[src/rtl/pbd_pkg.sv]
package pbd_pkg;

    localparam int PIX_W = 12;
    localparam int RNG_W = 28;

    typedef enum logic [1:0] {
        QM_PASS   = 2'd0,
        QM_TRUNC  = 2'd1,
        QM_ROUND  = 2'd2,
        QM_DITHER = 2'd3
    } qmode_e;

    typedef struct packed {
        logic       trunc_en;
        logic       trunc_round;
        logic       trunc_depth;
        logic       dith_en;
        logic [1:0] dith_depth;
        logic       frame_rand;
        logic       shared_rand;
    } fmt_cfg_t;

    // Generator step, x^28 + x^3 + 1
    function automatic logic [RNG_W-1:0] rng_next(input logic [RNG_W-1:0] s);
        return {s[RNG_W-2:0], s[RNG_W-1] ^ s[2]};
    endfunction

    // Kept bits for a dither depth code (3 means no dither)
    function automatic int kept_for_dither(input logic [1:0] code);
        case (code)
            2'd0:    return 6;
            2'd1:    return 8;
            2'd2:    return 10;
            default: return PIX_W;
        endcase
    endfunction

    function automatic int kept_for_trunc(input logic code);
        return code ? 8 : 6;
    endfunction

    // Frame counter wrap value for a dither depth code
    function automatic logic [3:0] fc_limit(input logic [1:0] code);
        case (code)
            2'd0, 2'd1: return 4'd15;
            2'd2:       return 4'd3;
            default:    return 4'd0;
        endcase
    endfunction

    // Left shift applied to the frame counter before it meets the noise
    function automatic logic [1:0] fc_shift(input logic [1:0] code);
        case (code)
            2'd0, 2'd1: return 2'd2;
            2'd2:       return 2'd1;
            default:    return 2'd0;
        endcase
    endfunction

endpackage

[src/rtl/pbd_noise.sv]
module pbd_noise
    import pbd_pkg::*;
#(
    parameter int NUM_CH       = 3,
    parameter int CH_W         = PIX_W,
    parameter int GEN_W        = RNG_W,
    parameter int SHARE_STRIDE = 8
) (
    input  logic                     clk,
    input  logic                     rst,
    input  logic                     take,
    input  logic                     sof,
    input  logic                     frame_rand,
    input  logic                     shared,
    input  logic [1:0]               depth,
    input  logic [NUM_CH*GEN_W-1:0]  seeds,
    output logic [NUM_CH*CH_W-1:0]   noise
);

    logic [GEN_W-1:0] st_q   [NUM_CH];
    logic [GEN_W-1:0] st_cur [NUM_CH];
    logic             seeded_q;
    logic             load_now;
    logic [3:0]       fc_q;
    logic [3:0]       fc_cur;
    logic [3:0]       fc_max;
    logic [1:0]       fc_sh;
    logic [CH_W-1:0]  perturb;

    assign load_now = sof && (!frame_rand || !seeded_q);
    assign fc_max   = frame_rand ? fc_limit(depth) : 4'd0;
    assign fc_sh    = frame_rand ? fc_shift(depth) : 2'd0;

    always_comb begin
        fc_cur = fc_q;
        if (sof) begin
            if (seeded_q && frame_rand)
                fc_cur = (fc_q >= fc_max) ? 4'd0 : fc_q + 4'd1;
            else
                fc_cur = 4'd0;
        end
    end

    assign perturb = CH_W'(fc_cur) << fc_sh;

    always_ff @(posedge clk) begin
        if (rst) begin
            seeded_q <= 1'b0;
            fc_q     <= 4'd0;
        end else if (take) begin
            fc_q <= fc_cur;
            if (sof)
                seeded_q <= 1'b1;
        end
    end

    for (genvar g = 0; g < NUM_CH; g++) begin : g_chan
        logic [GEN_W-1:0] src;

        assign st_cur[g] = load_now ? seeds[g*GEN_W +: GEN_W] : st_q[g];
        assign src       = shared ? (st_cur[0] >> (g*SHARE_STRIDE)) : st_cur[g];
        assign noise[g*CH_W +: CH_W] = src[CH_W-1:0] ^ perturb;

        always_ff @(posedge clk) begin
            if (rst)
                st_q[g] <= '0;
            else if (take)
                st_q[g] <= rng_next(st_cur[g]);
        end
    end

    // a depth-2 frame start with frame-random keeps the counter within 0..3
    p_fc_bound_r7: assert property (@(posedge clk) disable iff (rst)
        (take && sof && frame_rand && depth == 2'd2) |=> (fc_q <= 4'd3))
        else $error("frame counter beyond depth-2 wrap");

    // frame-random off forces the counter to zero at frame start
    p_fc_zero_r6: assert property (@(posedge clk) disable iff (rst)
        (take && sof && !frame_rand) |=> (fc_q == 4'd0))
        else $error("frame counter not cleared");

    // a non-zero generator that is not reloaded stays non-zero
    p_gen_alive_r5: assert property (@(posedge clk) disable iff (rst)
        (take && !load_now && st_q[0] != '0) |=> (st_q[0] != '0))
        else $error("generator collapsed to zero");

endmodule

[src/rtl/pbd_quant.sv]
module pbd_quant
    import pbd_pkg::*;
#(
    parameter int CH_W = PIX_W,
    parameter int DW   = $clog2(CH_W + 1)
) (
    input  qmode_e           mode,
    input  logic [DW-1:0]    drop,
    input  logic [CH_W-1:0]  pix,
    input  logic [CH_W-1:0]  noise,
    output logic [CH_W-1:0]  res
);

    logic [CH_W-1:0] mask;
    logic [CH_W-1:0] half;
    logic [CH_W-1:0] add;
    logic [CH_W:0]   sum;
    logic [CH_W-1:0] sat;

    always_comb begin
        mask = (CH_W'(1) << drop) - CH_W'(1);
        half = (drop == '0) ? '0 : (CH_W'(1) << (drop - DW'(1)));
        case (mode)
            QM_ROUND:  add = half;
            QM_DITHER: add = noise & mask;
            default:   add = '0;
        endcase
        sum = {1'b0, pix} + {1'b0, add};
        sat = sum[CH_W] ? '1 : sum[CH_W-1:0];
        res = (mode == QM_PASS) ? pix : (sat & ~mask);
    end

endmodule

[src/rtl/pbd_reducer.sv]
module pbd_reducer
    import pbd_pkg::*;
#(
    parameter int NUM_CH       = 3,
    parameter int CH_W         = PIX_W,
    parameter int GEN_W        = RNG_W,
    parameter int SHARE_STRIDE = 8
) (
    input  logic                     clk,
    input  logic                     rst,
    input  logic                     in_valid,
    output logic                     in_ready,
    input  logic                     in_sof,
    input  logic [NUM_CH*CH_W-1:0]   in_pix,
    input  logic                     cfg_trunc_en,
    input  logic                     cfg_trunc_round,
    input  logic                     cfg_trunc_depth,
    input  logic                     cfg_dith_en,
    input  logic [1:0]               cfg_dith_depth,
    input  logic                     cfg_frame_rand,
    input  logic                     cfg_shared_rand,
    input  logic [NUM_CH*GEN_W-1:0]  seed_bus,
    output logic                     out_valid,
    input  logic                     out_ready,
    output logic                     out_sof,
    output logic [NUM_CH*CH_W-1:0]   out_pix
);

    localparam int DW = $clog2(CH_W + 1);

    fmt_cfg_t                cfg_live;
    fmt_cfg_t                cfg_q;
    fmt_cfg_t                cfg_eff;
    logic                    sof_now;
    logic                    take;
    qmode_e                  mode;
    logic [DW-1:0]           drop;
    logic [CH_W-1:0]         drop_mask;
    logic [NUM_CH*CH_W-1:0]  noise;
    logic [NUM_CH*CH_W-1:0]  reduced;

    assign cfg_live = '{trunc_en:    cfg_trunc_en,
                        trunc_round: cfg_trunc_round,
                        trunc_depth: cfg_trunc_depth,
                        dith_en:     cfg_dith_en,
                        dith_depth:  cfg_dith_depth,
                        frame_rand:  cfg_frame_rand,
                        shared_rand: cfg_shared_rand};

    assign in_ready = !out_valid || out_ready;
    assign take     = in_valid && in_ready;
    assign sof_now  = in_valid && in_sof;
    assign cfg_eff  = sof_now ? cfg_live : cfg_q;

    always_ff @(posedge clk) begin
        if (rst)
            cfg_q <= '0;
        else if (take && in_sof)
            cfg_q <= cfg_live;
    end

    // Mode and discard width selection: dither outranks truncation
    always_comb begin
        if (cfg_eff.dith_en && cfg_eff.dith_depth != 2'd3) begin
            mode = QM_DITHER;
            drop = DW'(CH_W - kept_for_dither(cfg_eff.dith_depth));
        end else if (cfg_eff.trunc_en) begin
            mode = cfg_eff.trunc_round ? QM_ROUND : QM_TRUNC;
            drop = DW'(CH_W - kept_for_trunc(cfg_eff.trunc_depth));
        end else begin
            mode = QM_PASS;
            drop = '0;
        end
    end

    assign drop_mask = (CH_W'(1) << drop) - CH_W'(1);

    pbd_noise #(
        .NUM_CH       (NUM_CH),
        .CH_W         (CH_W),
        .GEN_W        (GEN_W),
        .SHARE_STRIDE (SHARE_STRIDE)
    ) noise_i (
        .clk        (clk),
        .rst        (rst),
        .take       (take),
        .sof        (sof_now),
        .frame_rand (cfg_eff.frame_rand),
        .shared     (cfg_eff.shared_rand),
        .depth      (cfg_eff.dith_depth),
        .seeds      (seed_bus),
        .noise      (noise)
    );

    for (genvar c = 0; c < NUM_CH; c++) begin : g_quant
        pbd_quant #(
            .CH_W (CH_W),
            .DW   (DW)
        ) quant_i (
            .mode  (mode),
            .drop  (drop),
            .pix   (in_pix[c*CH_W +: CH_W]),
            .noise (noise[c*CH_W +: CH_W]),
            .res   (reduced[c*CH_W +: CH_W])
        );
    end

    always_ff @(posedge clk) begin
        if (rst) begin
            out_valid <= 1'b0;
            out_sof   <= 1'b0;
            out_pix   <= '0;
        end else if (take) begin
            out_valid <= 1'b1;
            out_sof   <= in_sof;
            out_pix   <= reduced;
        end else if (out_ready) begin
            out_valid <= 1'b0;
        end
    end

    // stalled output holds
    p_hold_r10: assert property (@(posedge clk) disable iff (rst)
        (out_valid && !out_ready) |=> (out_valid && $stable(out_pix) && $stable(out_sof)))
        else $error("output changed while stalled");

    // pass mode leaves the pixel untouched, one cycle later
    p_pass_r1: assert property (@(posedge clk) disable iff (rst)
        (take && mode == QM_PASS) |=> (out_valid && out_pix == $past(in_pix)))
        else $error("pass-through altered pixel");

    // discarded bits are zero after any reduction
    p_lowbits_r2: assert property (@(posedge clk) disable iff (rst)
        (take && mode != QM_PASS) |=> ((out_pix[CH_W-1:0] & $past(drop_mask)) == '0))
        else $error("discarded bits not cleared");

    // rounding or dither never lands below the plain truncation
    p_floor_r3: assert property (@(posedge clk) disable iff (rst)
        (take && mode != QM_PASS) |=>
            (out_pix[CH_W-1:0] >= ($past(in_pix[CH_W-1:0]) & ~$past(drop_mask))))
        else $error("reduced value below truncation");

    // latched configuration moves only on an accepted frame start
    p_cfg_latch_r9: assert property (@(posedge clk) disable iff (rst)
        !(take && in_sof) |=> $stable(cfg_q))
        else $error("configuration changed mid-frame");

endmodule

[config.mk]
export PLATFORM = sky130hd
export DESIGN_NAME = pbd_reducer
export DESIGN_NICKNAME = d
export VERILOG_FILES = /design/src/rtl/pbd_pkg.sv /design/src/rtl/pbd_noise.sv /design/src/rtl/pbd_quant.sv /design/src/rtl/pbd_reducer.sv
export SDC_FILE = /design/constraint.sdc
export NUM_CORES = 1
export LEC_CHECK = 0
export BUFFER_PORTS_ARGS = -buffer_cell sky130_fd_sc_hd__buf_2
export CORE_MARGIN = 4
export CORE_UTILIZATION = 50
export DETAILED_ROUTE_END_ITERATION = 6
export GPL_TIMING_DRIVEN = 0
export PLACE_DENSITY = 0.73
export SLEW_MARGIN = 40
export SYNTH_ARGS = -nofsm -noshare
export SYNTH_HDL_FRONTEND = slang
export SYNTH_SLANG_ARGS = --single-unit
[constraint.sdc]
create_clock -name clk -period 8.9 [get_ports clk]
set_input_delay 0.89 -clock clk [delete_from_list [all_inputs] [get_ports clk]]
set_output_delay 0.89 -clock clk [all_outputs]
set_load 0.02 [all_outputs]
* Word-level counts from Yosys, hierarchy flattened *
Memories as Yosys holds them, arrays and structs flattened.
Cells that the tools add are included.
W data, S select, Z words.

word-level totals
  bits in registers = 51
  bits in writable memories = 84
  logic and storage cells = 104
  memories kept = 1
  output and inout bits = 39

memories
  name          words  width  rd ports  clocked after memory_dff  wr ports  line             RTL
  noise_i.st_q  3      28     3         0                         3         pbd_noise.sv:20  logic [GEN_W-1:0] st_q [NUM_CH];

operators by class
  shift-type cells = 3
  order comparisons = 1
  reductions and logical operators = 17
  multiplexer cells = 41
  eq/ne operators = 5
  bitwise gates (word level) = 16
  $add $sub $neg = 8

operator list
  cell                     number
  $mux W28                 6
  $mux W12                 9
  $and A12 B12 Y12         6
  $pmux W12 S2             3
  $add A12 B12 Y13         3
  $xor A12 B12 Y12         3
  $mux W4                  8
  $shl A1 B4 Y12 const A   2
  $not A12 Y12             1
  $pmux W4 S3              1
  $shl A4 B2 Y12           1
  $sub A12 B2 Y12 const B  1
  $mux W2                  4
  $mux W8                  1
  $pmux W4 S2              1
  $mux W1                  7
  $eq A2 B2 Y1 const B     3
  $logic_and A1 B1 Y1      6
  $add A4 B1 Y4 const B    1
  $ge A4 B4 Y1             1
  $logic_not A2 Y1         2
  $logic_not A4 Y1         1
  $pmux W2 S2              1
  $sub A3 B4 Y4 const A    1
  11 further kinds         18

* Depth between registers and ports, before layout *
  depth in word-level cells = 18
  mapped depth = 20

* Hierarchy *
A second synthesis with hierarchy kept.

unflattened totals
  cell total of the unflattened synthesis = 1244
  area, all modules = 10321.1 µm²

by module, submodules not included
  module                          times used  cells each  area an instance (µm²)
  pbd_noise                       1           447         4778.3
  pbd_reducer                     1           243         1968.1
  pbd_quant (g_quant[0].quant_i)  1           188         1248.7
  pbd_quant (g_quant[2].quant_i)  1           183         1179.9
  pbd_quant (g_quant[1].quant_i)  1           183         1146.1

* Worst setup path after synthesis *
Ideal clock, no wire load.

  path kind = input to register
  start = in in_sof
  end = reg out_pix[11]
  setup slack = 3633 ps
  cell stages on the path = 19
  required time = 8830 ps
  arrival time = 5197 ps
  setup time = 70 ps
  cells stage by stage = buf_2 and4b_2 a32o_2 nor2_1 inv_2 ha_1 nor2b_1 o21ai_2 a2111oi_2 nor3_1 or4_1 a31o_1 ha_1 o21a_1 o21a_1 nand3_1 a211oi_1 o21ba_2 o21ai_1

on the way
  cells in the longest elaborated chain, start to end = 18

RTL lines
  item                                                       line                RTL
  start, declared                                            pbd_reducer.sv:13   input logic in_sof,
  $logic_and A1 B1 Y1 *                                      pbd_reducer.sv:52   assign sof_now = in_valid && in_sof;
  branches (longest 16 deep; another with $add A12 B12 Y13)  -
  $mux W12 *                                                 pbd_quant.sv:30     res = (mode == QM_PASS) ? pix : (sat & ~mask);
  end signal, assigned                                       pbd_reducer.sv:116  out_pix <= reduced;
  end, declared                                              pbd_reducer.sv:26   output logic [NUM_CH*CH_W-1:0] out_pix

Every way passes the cells marked *. The select of a mux whose other input is x is not followed.
A chain may end at the register's enable or synchronous reset.

* Final worst setup path *
  start = in in_sof
  end = reg out_pix[21]

The elaborated chain is that of the path after synthesis.

==> run_results.csv <==
group,metric,value,unit
routing,post_drt_wl_per_cell,18.7,um
grt,top_usage_layer,"met2",
placement,place_area,9870,um^2
setup_path,slowest_stage,"a2111oi_2",
grt,grt_use_total,25.7,%
power_and_ir_drop,vdd_drop_max,0.144,mV
floorplan,die_w,140,um
clock_network,cts_hold_buffers,0,
clock_network,clk_latency,0.43,ns
timing,fin_hold_ws,0.446,ns
finish,stdcell_area,10400,um^2
finish,antennaDiodeCount,0,
setup_path,critPathMaxFanout,10,
grt,grtUsageMet2,41.7,%
setup_path,worstPathArrival,6.12,ns
yosys,synth_enable_flop_cells,84,
floorplan,start_util,51.6,%
yosys,synthArstFlopShare,0,%
clock_network,cts_resized,0,
yosys,yosysWarnings,0,
timing,period_share,65.3,%
grt,antenna_found_initial,0,
yosys,ys_top_cells_by_area,"edfxtp_1 (29%), dfxtp_1 (12%), nand2_1 (6.8%)",
routing,vias,8079,
setup_path,worstSetupEndpointType,"register",
yosys,syn_inst,950,
timing,final_hold_viol_count,0,
routing,drt_first_pass_iters,5,
timing,fin_setup_tns,0,ns
setup_path,crit_chain,"buf_2 -> and2_1 -> o21ai_1 -> inv_1 -> ha_1 -> a21oi_1 -> o21ai_2 -> a2111oi_2 -> nor3_1 -> or3_1 -> a21oi_1 -> ha_1 -> a211oi_1 -> o211ai_1 -> nand3_1 -> o21ai_1 -> nor4_1 -> o21ai_1",
yosys,syn_area_per_cell,9.13,um^2
grt,grt_pass1_wl,39900,um
floorplan,fp.dieH,140,um
power_and_ir_drop,leakage,4.60,nW
grt,grt-ovfl-total,0,
yosys,synthFlopType,"edfxtp_1",
timing,grt_setup_unrepaired,"no",
floorplan,io_pins,172,
routing,drt_iter0_drc,743,
setup_path,r2r_cells,17,
finish,fin_nets,1325,
hold_path,hp-class,"reg2reg",
timing,tightest_slew,0.806,ns
grt,first_global_vias,7556,
yosys,synth.top_cell.area_share,29.1,%
yosys,yosys_register_bits,135,
routing,vias_per_cell,5.85,
routing,drc_errors,0,
finish,fill_cells,1483,
grt,grtUsageMet1,35.2,%
timing,setup-violations-final,0,
setup_path,path_depth,18,
setup_path,critPathBufInv,2,
yosys,yosysSeqAreaShare,40.8,%
run_status,outcome,"complete, no violations",
setup_path,path_delay_family,"compound AO/OA/AOI/OAI gates",
clock_network,clockBufferDepth,2,
finish,drive_gt1_share,21.7,%
setup_path,cp_common_cell,"o21ai_1",
placement,port_buffers,169,
floorplan,num_rows,47,
routing,ant_nets,0,
placement,place_hpwl,19700,um
floorplan,core-area,16800,um^2
timing,slew_violations,0,
routing,wirelength,25700,um
job,maxCapViolCount,0,
timing,fin_skew,0.00861,ns
hold_path,whs_path_depth,2,
timing,relSlewSlack,44.9,%
clock_network,clkSlewWorstSetupHoldPaths,0.06,ns
setup_path,cpPeakStageDelay,0.63,ns
finish,area_growth,20.4,%
yosys,synth.distinct_cells,79,
yosys,yosysMostFrequentCell,"nand2_1",
placement,gp_congestion,0.924,
yosys,synth_top_area_cell,"edfxtp_1",
clock_network,post_cts_buffers,0,
grt,grt_max_degree,64,
clock_network,clock_sinks,135,
clock_network,h-tree-depth,4,
yosys,ys_top_cells_by_count,"nand2_1 (157), a21oi_1 (86), edfxtp_1 (84)",
timing,finalCriticalPeriod,5.81,ns
floorplan,die-area,19500,um^2
clock_network,cts_buffers,17,
setup_path,start_kind,"input pin",
setup_path,critPathRequiredTime,9.21,ns
power_and_ir_drop,cellPowerDensity,172,nW/um^2
clock_network,cts_tree,"yes",
timing,max_freq,172,MHz
setup_path,setup.worst_path.class,"in2reg",
grt,grt_use_met3,5.21,%
yosys,netlist_area,8680,um^2
clock_network,root_buffer,"clkbuf_16",
-- state kept, by name, summed over array words and instances (netlist names) --
register	count
out_sof	1
noise_i.seeded_q	1
out_valid	1
out_pix	36
noise_i.st_q	84
noise_i.fc_q	4
cfg_q	8
-- cells in the final DEF, fill, tap and decap left out, types with 6 or more instances in the layout --
cell type / netlist / layout
a211oi_1: 19 / 18
a21o_1: 13 / 13
a21oi_1: 86 / 86
a22o_1: 6 / 6
a22oi_1: 23 / 23
a32o_1: 6 / 6
and2_1: 6 / 6
and3_1: 6 / 6
buf_2: 17 / 186
clkbuf_1: 27 / 26
clkbuf_16: 0 / 17
conb_1: 1 / 9
dfxtp_1: 51 / 51
edfxtp_1: 84 / 84
ha_1: 42 / 42
inv_1: 11 / 10
inv_6: 0 / 7
mux2i_1: 44 / 44
mux4_2: 6 / 6
nand2_1: 157 / 157
nand2b_1: 8 / 8
nand3_1: 15 / 15
nor2_1: 80 / 80
nor2b_1: 13 / 13
nor3_1: 16 / 16
o211ai_1: 11 / 11
o21a_1: 10 / 10
o21ai_0: 38 / 38
o21ai_1: 24 / 24
o21bai_1: 7 / 7
or4_1: 6 / 6
xnor2_1: 24 / 24
xor2_1: 10 / 10
-- final timing paths --
path	start	end	slack (ns)
hold reg to reg	out_sof	out_sof	0.45
hold / removal	out_sof	out_sof	0.45
setup / recovery	in_sof	out_pix[21]	3.09
setup reg to reg	cfg_q[3]	out_pix[21]	3.42
-- logic make-up (layout without fill, tap and decap cells) --
family                   after synthesis  count (layout)  synth area share [%]
AND/OR/NAND/NOR                      343             343                  18.2
AO/OA/AOI/OAI                        276             276                  20.4
flip-flops                           135             135                  40.8
buffers and inverters                 62             264                  3.14
multiplexers                          54              54                  7.18
adder cells (fa/ha/maj)               45              45                  6.75
XOR/XNOR                              34              34                  3.43
other                                  1               9                0.0432
-- where the power goes --
part           switching (W)  internal, W
Sequential         0.0000220     0.000716
Clock               0.000309     0.000396
Combinational       0.000221     0.000136
-- area by class of cell --
type	count	area (um^2)	area share, %
flip-flops and latches	135	3540	33.9
clock buffers	17	425	4.07
repair buffers	170	873	8.36
clock inverters	15	154	1.47
well taps	220	275	2.64
multi-input cells	761	4900	46.9
plain buffers	50	229	2.19
inverters	12	50.0	0.479
-- metrics by stage --
| step | util [%] | instances | setup slack (ns) | power, W |
|---|---|---|---|---|
| 2_1_floorplan | - | 958 | 3.63 | 0.000976 |
| 3_3_place_gp | 58.4 | 1347 | 2.51 | 0.00110 |
| 3_5_place_dp | 58.7 | 1348 | 2.78 | 0.00110 |
| 4_1_cts | 62.1 | 1380 | 3.21 | 0.00180 |
| 5_1_grt | 62.1 | 1380 | 2.72 | 0.00187 |
| 6_report | 62.1 | 1380 | 3.09 | 0.00180 |
-- layer usage --
metal  part of all wire [%]  vias up
met5                      0        -
met4                    1.5        0
met3                    8.1       31
met2                     46      360
met1                     44     3798
li1                       -     3890
-- worst min-delay path: stages, from the launching register on --
cell and delay (ns):
dfxtp_1 0.31, nand2_1 0.05, nand2_1 0.05
Power figures use the tool's default switching activity.
